File: src/rtl/crhi_pkg.sv
package crhi_pkg;

  localparam int CR_COUNT = 6;
  localparam int CR_IDXW  = $clog2(CR_COUNT);

  localparam logic [5:0] OPC_MAJOR = 6'b000000;
  localparam logic [4:0] OPC_MINOR = 5'b01011;
  localparam logic [5:0] OPC_POOL  = 6'b110100;

  typedef struct packed {
    logic [4:0] regno;
    logic [2:0] sel;
  } cr_addr_t;

  typedef struct packed {
    cr_addr_t addr;
    logic     impl;
    logic     ext;
    logic     entlo;
  } cr_slot_t;

  function automatic cr_slot_t cr_slot(input int i);
    cr_slot_t s;
    case (i)
      0:       s = '{addr: '{regno: 5'd2,  sel: 3'd0}, impl: 1'b1, ext: 1'b1, entlo: 1'b1};
      1:       s = '{addr: '{regno: 5'd3,  sel: 3'd0}, impl: 1'b1, ext: 1'b1, entlo: 1'b1};
      2:       s = '{addr: '{regno: 5'd19, sel: 3'd0}, impl: 1'b1, ext: 1'b1, entlo: 1'b0};
      3:       s = '{addr: '{regno: 5'd17, sel: 3'd0}, impl: 1'b1, ext: 1'b1, entlo: 1'b0};
      4:       s = '{addr: '{regno: 5'd12, sel: 3'd0}, impl: 1'b1, ext: 1'b0, entlo: 1'b0};
      default: s = '{addr: '{regno: 5'd16, sel: 3'd2}, impl: 1'b0, ext: 1'b0, entlo: 1'b0};
    endcase
    return s;
  endfunction

endpackage

File: src/rtl/crhi_decode.sv
module crhi_decode
  import crhi_pkg::*;
(
  input  logic [31:0] word,
  output logic        claim,
  output cr_addr_t    addr
);
  logic major_ok, resv_ok, minor_ok, pool_ok;

  always_comb begin
    major_ok   = (word[31:26] == OPC_MAJOR);
    resv_ok    = (word[15:14] == 2'b00);
    minor_ok   = (word[10:6]  == OPC_MINOR);
    pool_ok    = (word[5:0]   == OPC_POOL);
    claim      = major_ok && resv_ok && minor_ok && pool_ok;
    addr.regno = word[20:16];
    addr.sel   = word[13:11];
  end
endmodule

File: src/rtl/crhi_lookup.sv
module crhi_lookup
  import crhi_pkg::*;
#(
  parameter int NREG = CR_COUNT,
  localparam int IDXW = $clog2(NREG)
) (
  input  cr_addr_t        addr,
  output logic            hit,
  output logic [IDXW-1:0] idx,
  output logic            impl,
  output logic            ext,
  output logic            entlo
);
  logic [NREG-1:0] match;

  for (genvar g = 0; g < NREG; g++) begin : g_cmp
    assign match[g] = (addr == cr_slot(g).addr);
  end

  always_comb begin
    hit   = 1'b0;
    idx   = '0;
    impl  = 1'b0;
    ext   = 1'b0;
    entlo = 1'b0;
    for (int i = NREG - 1; i >= 0; i--) begin
      if (match[i]) begin
        hit   = 1'b1;
        idx   = IDXW'(i);
        impl  = cr_slot(i).impl;
        ext   = cr_slot(i).ext;
        entlo = cr_slot(i).entlo;
      end
    end
  end
endmodule

File: src/rtl/crhi_bank.sv
module crhi_bank
  import crhi_pkg::*;
#(
  parameter int NREG   = CR_COUNT,
  parameter int PABITS = 48,
  localparam int IDXW  = $clog2(NREG),
  localparam logic [29:0] HI_MASK = 30'((64'd1 << (PABITS - 36)) - 64'd1)
) (
  input  logic            clk,
  input  logic            rst_n,
  input  logic            hi_we,
  input  logic            hi_entlo,
  input  logic [IDXW-1:0] hi_idx,
  input  logic [31:0]     hi_data,
  input  logic            pre_en,
  input  logic [IDXW-1:0] pre_idx,
  input  logic [31:0]     pre_data,
  input  logic [IDXW-1:0] rd_idx,
  output logic [63:0]     rd_data
);
  logic [63:0] mem [NREG];

  for (genvar g = 0; g < NREG; g++) begin : g_slot
    logic [63:0] nxt;

    always_comb begin
      nxt = mem[g];
      if (pre_en && pre_idx == IDXW'(g)) nxt[31:0] = pre_data;
      if (hi_we && hi_idx == IDXW'(g)) begin
        if (hi_entlo) begin
          nxt[63:62] = 2'b00;
          nxt[61:32] = hi_data[31:2] & HI_MASK;
          nxt[31:30] = hi_data[1:0];
        end else begin
          nxt[63:32] = hi_data;
        end
      end
    end

    always_ff @(posedge clk or negedge rst_n) begin
      if (!rst_n) mem[g] <= '0;
      else        mem[g] <= nxt;
    end
  end

  assign rd_data = (int'(rd_idx) < NREG) ? mem[rd_idx] : '0;

  a_r5_top_bits_zero: assert property (@(posedge clk) disable iff (!rst_n)
    (hi_we && hi_entlo) |=> (mem[$past(hi_idx)][63:62] == 2'b00));

  a_r4_low_half_kept: assert property (@(posedge clk) disable iff (!rst_n)
    (hi_we && !hi_entlo && !(pre_en && pre_idx == hi_idx))
      |=> (mem[$past(hi_idx)][31:0] == $past(mem[hi_idx][31:0])));

  a_r10_preload_upper_kept: assert property (@(posedge clk) disable iff (!rst_n)
    (pre_en && !hi_we) |=> (mem[$past(pre_idx)][63:32] == $past(mem[pre_idx][63:32])));
endmodule

File: src/rtl/crhi_writer.sv
module crhi_writer
  import crhi_pkg::*;
#(
  parameter int NREG   = CR_COUNT,
  parameter int PABITS = 48,
  localparam int IDXW  = $clog2(NREG)
) (
  input  logic            clk,
  input  logic            rst_n,
  input  logic            instr_valid,
  input  logic [31:0]     instr_word,
  input  logic [31:0]     gpr_data,
  input  logic            cp_usable,
  input  logic            mvh_enable,
  input  logic            lpa_supported,
  input  logic            lpa_enabled,
  input  logic            pre_en,
  input  logic [IDXW-1:0] pre_idx,
  input  logic [31:0]     pre_data,
  input  logic [IDXW-1:0] rd_idx,
  output logic [63:0]     rd_data,
  output logic            done,
  output logic            exc_reserved,
  output logic            exc_unusable
);
  logic            dec_claim;
  cr_addr_t        dec_addr;
  logic            lk_hit, lk_impl, lk_ext, lk_entlo;
  logic [IDXW-1:0] lk_idx;
  logic            claim, take_unusable, take_reserved, execute, hi_we;

  crhi_decode u_decode (
    .word  (instr_word),
    .claim (dec_claim),
    .addr  (dec_addr)
  );

  crhi_lookup #(.NREG(NREG)) u_lookup (
    .addr  (dec_addr),
    .hit   (lk_hit),
    .idx   (lk_idx),
    .impl  (lk_impl),
    .ext   (lk_ext),
    .entlo (lk_entlo)
  );

  always_comb begin
    claim         = instr_valid && dec_claim;
    take_unusable = claim && !cp_usable;
    take_reserved = claim && cp_usable && !mvh_enable;
    execute       = claim && cp_usable && mvh_enable;
    hi_we         = execute && lk_hit && lk_impl && lk_ext &&
                    (!lk_entlo || (lpa_supported && lpa_enabled));
  end

  crhi_bank #(.NREG(NREG), .PABITS(PABITS)) u_bank (
    .clk      (clk),
    .rst_n    (rst_n),
    .hi_we    (hi_we),
    .hi_entlo (lk_entlo),
    .hi_idx   (lk_idx),
    .hi_data  (gpr_data),
    .pre_en   (pre_en),
    .pre_idx  (pre_idx),
    .pre_data (pre_data),
    .rd_idx   (rd_idx),
    .rd_data  (rd_data)
  );

  always_ff @(posedge clk or negedge rst_n) begin
    if (!rst_n) begin
      done         <= 1'b0;
      exc_reserved <= 1'b0;
      exc_unusable <= 1'b0;
    end else begin
      done         <= execute;
      exc_reserved <= take_reserved;
      exc_unusable <= take_unusable;
    end
  end

  a_r8_single_pulse: assert property (@(posedge clk) disable iff (!rst_n)
    $onehot0({done, exc_reserved, exc_unusable}));

  a_r8_quiet_without_strobe: assert property (@(posedge clk) disable iff (!rst_n)
    !instr_valid |=> !(done || exc_reserved || exc_unusable));

  a_r2_unusable_first: assert property (@(posedge clk) disable iff (!rst_n)
    (instr_valid && dec_claim && !cp_usable) |=> (exc_unusable && !exc_reserved));

  a_r1_unclaimed_silent: assert property (@(posedge clk) disable iff (!rst_n)
    (instr_valid && !dec_claim) |=> !(done || exc_reserved || exc_unusable));
endmodule

File: config.mk
export PLATFORM = sky130hd
export DESIGN_NAME = crhi_writer
export DESIGN_NICKNAME = d
export VERILOG_FILES = /design/src/rtl/crhi_pkg.sv /design/src/rtl/crhi_decode.sv /design/src/rtl/crhi_lookup.sv /design/src/rtl/crhi_bank.sv /design/src/rtl/crhi_writer.sv
export SDC_FILE = /design/constraint.sdc
export NUM_CORES = 1
export LEC_CHECK = 0
export BUFFER_PORTS_ARGS = -buffer_cell sky130_fd_sc_hd__buf_4
export CORE_MARGIN = 4
export CORE_UTILIZATION = 55
export CTS_CLUSTER_SIZE = 16
export DETAILED_ROUTE_END_ITERATION = 8
export PLACE_DENSITY_LB_ADDON = 0.15
export SYNTH_ARGS = -nofsm -noshare
export SYNTH_HDL_FRONTEND = slang
export SYNTH_SLANG_ARGS = --single-unit
export TNS_END_PERCENT = 10
File: constraint.sdc
create_clock -name clk -period 5.4 [get_ports clk]
set_input_delay 1.08 -clock clk [delete_from_list [all_inputs] [get_ports clk]]
set_output_delay 1.08 -clock clk [all_outputs]
set_load 0.02 [all_outputs]
Word level (Yosys, flattened, before mapping)
Index checks and enable logic that the tools add are counted.

Register bits: 387. Logic and storage cells: 121. Bits of input ports: 110.

Multiplexer cells: 46. Bitwise logic cells: 1. Equal/unequal tests: 18. Magnitude comparators: 2. Reduce and logical (&&, ||, !) cells: 33.

Operators by type and width (number): 2-to-1 mux 32 bit (7); binary-select mux 64 bit (select 3 bit) (1); 2-to-1 mux 64 bit (3); logical AND 1 bit (25); == test 8 bit (second input constant) (3); 2-to-1 mux 2 bit (12); 2-to-1 mux 3 bit (6); 2-to-1 mux 1 bit (17); == test 8 x 5 -> 1 bit (second input constant) (2); == test 3 x 2 -> 1 bit (second input constant) (4); == test 3 bit (second input constant) (4); == test 8 x 7 -> 1 bit (second input constant) (1); == test 3 x 1 -> 1 bit (second input constant) (2); == test 6 bit (second input constant) (1); logical NOT 3 bit (2); logical NOT 6 bit (1); == test 5 x 4 -> 1 bit (second input constant) (1); greater-or-equal comparator 4 bit (second input constant) (1); inverter 3 -> 4 bit (1); logical NOT 1 bit (3); < comparator 3 bit (second input constant) (1); logical NOT 2 bit (1); logical OR 1 bit (1).

Logic depth before layout (Yosys ltp)
Depth after elaboration: 13. Mapped depth: 6. Depth with buffers taken out: 4.

Hierarchy
From an unflattened synthesis, not the netlist that was laid out.

Cell total of the unflattened synthesis: 1434. Area total of the unflattened synthesis: 17730.8 sq um.

Modules (own cells, without submodules): crhi_bank (area an instance 17354.1 sq um, instances 1, cells an instance 1389, sequential area each 9609.2 sq um); crhi_lookup (area an instance 132.6 sq um, instances 1, cells an instance 19, sequential area each 0.0 sq um); crhi_writer (area an instance 123.9 sq um, instances 1, cells an instance 10, sequential area each 75.1 sq um); crhi_decode (area an instance 120.1 sq um, instances 1, cells an instance 16, sequential area each 0.0 sq um).

Least setup slack after synthesis
OpenSTA, ideal clock, no wires.

Kind: input to output. Start: input rd_idx[0]. End: output rd_data[53]. Slack: 1369 ps. Arrival: 2951 ps. Buffers on the path: 4. Cell stages on the path: 6. Cells stage by stage: buf_2 buf_2 clkbuf_1 buf_1 mux2i_1 o22ai_1.

Longest elaborated chain between the ends: 5. Elaborated cells between the ends (all ways): 6. Classes of those cells: order compare: 1; mux: 4; bitwise: 1.

Ends and longest elaborated chain: from (decl) (line crhi_writer.sv:20) `input logic [IDXW-1:0] rd_idx,`; inverter 3 -> 4 bit (not written as such) (line crhi_bank.sv:46) `assign rd_data = (int'(rd_idx) < NREG) ? mem[rd_idx] : '0;`; binary-select mux 64 bit (select 3 bit) (line crhi_bank.sv:46); 2-to-1 mux 64 bit (not written as such) (2 in series) (line crhi_bank.sv:46); 2-to-1 mux 64 bit (*) (line crhi_bank.sv:46); to (decl) (line crhi_writer.sv:21) `output logic [63:0] rd_data,`.

Mark *: on every way between the ends. The rest lies on a longest branch, timed or not. The select of a mux whose other input is x is not followed.

Worst setup path in the final report
Start: input rd_idx[0]. End: output rd_data[8].

Same word-level chain as after synthesis.

==> results.py <==
metrics = {
    "finish": {
        "fin_nets": 1372,
        "final_cells": 1686,
        "area_growth_pct": 18.8,
        "drive_gt1_frac": 0.487,
        "diodes": 0,
    },
    "die": {
        "core-area_sq_mm": 0.0300,
        "io_pins": 177,
        "die_w_um": 183,
        "rows": 63,
        "start_util": 0.562,
        "die_h_um": 183,
        "dieArea_sq_mm": 0.0335,
    },
    "synthesis": {
        "synth_top_cell_area_share": 0.575,
        "yosys_warnings": 0,
        "synth_edf_count": 0,
        "synthXorXnorAreaFrac": 0.000520,
        "seq_area_frac_synth": 0.575,
        "synthesis.area_sq_mm": 0.0168,
        "yosys-top-cells-area": "dfrtp_1 57%, mux2_2 19%, mux4_2 8.6%, mux2i_1 4.3%, o22ai_1 2.4%",
        "synth_fa_ha_area_frac": 0,
        "synth_top_family_by_area": "multiplexers",
        "synth_top_area_cell": "dfrtp_1",
        "synth_compound_area_frac": 0.0248,
        "synth-simple-area-share": 0.0325,
        "synth-seq-cells": 387,
        "ys_async_sr_fraction": 1.00,
        "synth.avg_cell_area_sq_um": 14.6,
        "synth_cell_types": 38,
        "synth.net_count": 1266,
        "synth.area.mux_share": 0.321,
        "synthCells": 1156,
        "synth-main-ff-cell": "dfrtp_1",
    },
    "sta": {
        "whs_ns": 0.371,
        "min_period_ns": 3.95,
        "grt_setup_unrepaired": "false",
        "setup_slack_ns": 1.45,
        "worst_pin_slew_ns": 1.05,
        "fmax_mhz": 253,
        "setup_viol": 0,
        "finalSetupTns_ns": 0,
        "slew_headroom": 0.298,
        "hold_violations": 0,
        "fin_crit_sh": 0.732,
        "finClkSkew_ns": 0,
        "slew_violations": 0,
    },
    "worst_setup_path": {
        "cp-end-kind": "output port",
        "critPathMaxFanout": 51,
        "worstSetupPathType": "in -> out",
        "cp.arrival_ns": 2.87,
        "reg2reg_slack_ns": 4.61,
        "cp.required_ns": 4.32,
        "cp-start-kind": "input port",
    },
    "drt": {
        "drc": 0,
        "post_drt_wl_per_cell_um": 20.8,
        "vias": 9633,
        "ant_nets": 0,
        "drt_iter0_drc": 511,
        "first_pass_iters": 4,
        "vias_per_cell": 5.71,
        "wl_um": 35100,
    },
    "grt": {
        "grt_pass1_wl_um": 57400,
        "track_usage": 0.213,
        "first_global_vias": 10500,
        "grt_max_degree": 138,
        "overflow": 0,
        "antenna_found_initial": 0,
    },
    "min_path": {
        "hold_class": "reg -> reg",
    },
    "pwr": {
        "ir_worst_vdd_mv": 0.272,
        "p_leak_nw": 9.39,
        "p_per_area_mw_per_mm2": 375,
    },
    "placement": {
        "pre_cts_ws_ns": 1.41,
        "dpl.cell_count": 1608,
        "hpwl_um": 21000,
        "io_buffer_count": 171,
        "place.gp.congestion": 0.765,
    },
    "cts": {
        "cts_hold_buf": 0,
        "clock_sinks": 387,
        "cts_buffer_depth": 3,
        "cts_resized": 0,
        "htreeDepth": 2,
        "cts_root_buf": "clkbuf_16",
        "clk_pin_slew_ns": 0.05,
        "post_cts_buffers": 0,
        "cts_buffers": 42,
        "cts_tree": "yes",
        "clock_latency_ns": 0.51,
    },
    "flow_run": {
        "maxCapViolCount": 0,
    },
    "status": {
        "status": "finished clean",
    },
}
## per-layer routing
metal,share of wire,GRT usage,vias up
met5,0,0,-
met4,0.019,0.0480,0
met3,0.054,0.0424,49
met2,0.49,0.347,205
met1,0.44,0.302,5044
li1,-,-,4335
## critical path, cell delays in order
cell and delay, ns:
clkbuf_8 0.51, buf_4 0.35, mux4_2 0.52, inv_1 0.07, o22ai_1 0.09, buf_4 0.21
## through the flow
step / total power, W / instance area [sq um] / utilization
after global routing: 0.00784 / 20000 / 0.668
final: 0.00750 / 20000 / 0.668
after detailed placement: 0.00437 / 18400 / 0.614
after CTS: 0.00759 / 20000 / 0.668
after global placement: 0.00434 / 18400 / 0.614
after floorplan: 0.00400 / 16800 / -
## final timing paths
path / start / end / depth (start not counted)
setup / recovery: rd_idx[0] / rd_data[8] / 6
setup reg to reg: u_bank.mem[218]$_DFFE_PN0P_ / u_bank.mem[218]$_DFFE_PN0P_ / 1
hold reg to reg: u_bank.mem[127]$_DFFE_PN0P_ / u_bank.mem[127]$_DFFE_PN0P_ / 0
hold / removal: u_bank.mem[127]$_DFFE_PN0P_ / u_bank.mem[127]$_DFFE_PN0P_ / 0
min in group asynchronous: rst_n / u_bank.mem[317]$_DFFE_PN0P_ / 1
max in group asynchronous: rst_n / u_bank.mem[200]$_DFFE_PN0P_ / 2
## where the power goes
part	switching, W	internal [W]
clock	0.00113	0.00206
sequential	0.000149	0.00322
combinational	0.000412	0.000533
total	0.00169	0.00581
## synthesized netlist by cell type, types with 3 or more instances
library cell,instances
inv_1,64
nor4bb_1,3
mux4_2,64
buf_1,17
o22ai_1,64
nand4_1,3
nor2b_1,40
mux2i_1,72
nor2_1,4
dfrtp_1,387
mux2_2,285
clkbuf_1,96
mux2_1,3
buf_2,16
nand2_1,6
nor4_1,3
## flip-flops by register name, indices dropped and copies added (netlist names)
name / cells
exc_reserved: 1
u_bank.mem: 384
done: 1
exc_unusable: 1
## layout by cell type (no fill, tap or decap), types with 3 or more instances in the layout
master	n
dfrtp_1	387
mux2_2	285
buf_4	187
mux2i_1	72
mux4_2	64
inv_1	64
o22ai_1	64
clkbuf_16	45
nor2b_1	40
clkbuf_8	13
bufinv_16	8
clkinv_2	7
nand2_1	6
buf_12	6
nor2_1	4
nor4_1	3
nand4_1	3
mux2_1	3
clkinvlp_4	3
clkbuf_1	3
## area by class of cell
type	instances	area (sq um)
Fill cell	2159	9950
Sequential cell	387	9680
Multi-Input combinational cell	572	6440
Timing Repair Buffer	195	1550
Clock buffer	60	1300
Tap cell	390	488
Clock inverter	18	298
Inverter	64	240
## cells by family (layout without fill, tap and decap cells)
group	after synthesis	in the layout
flip-flops	387	387
AND/OR/NAND/NOR	81	81
XOR/XNOR	1	1
buffers and inverters	197	337
multiplexers	424	424
AO/OA/AOI/OAI	66	66
(Power assumes the default switching activity.)
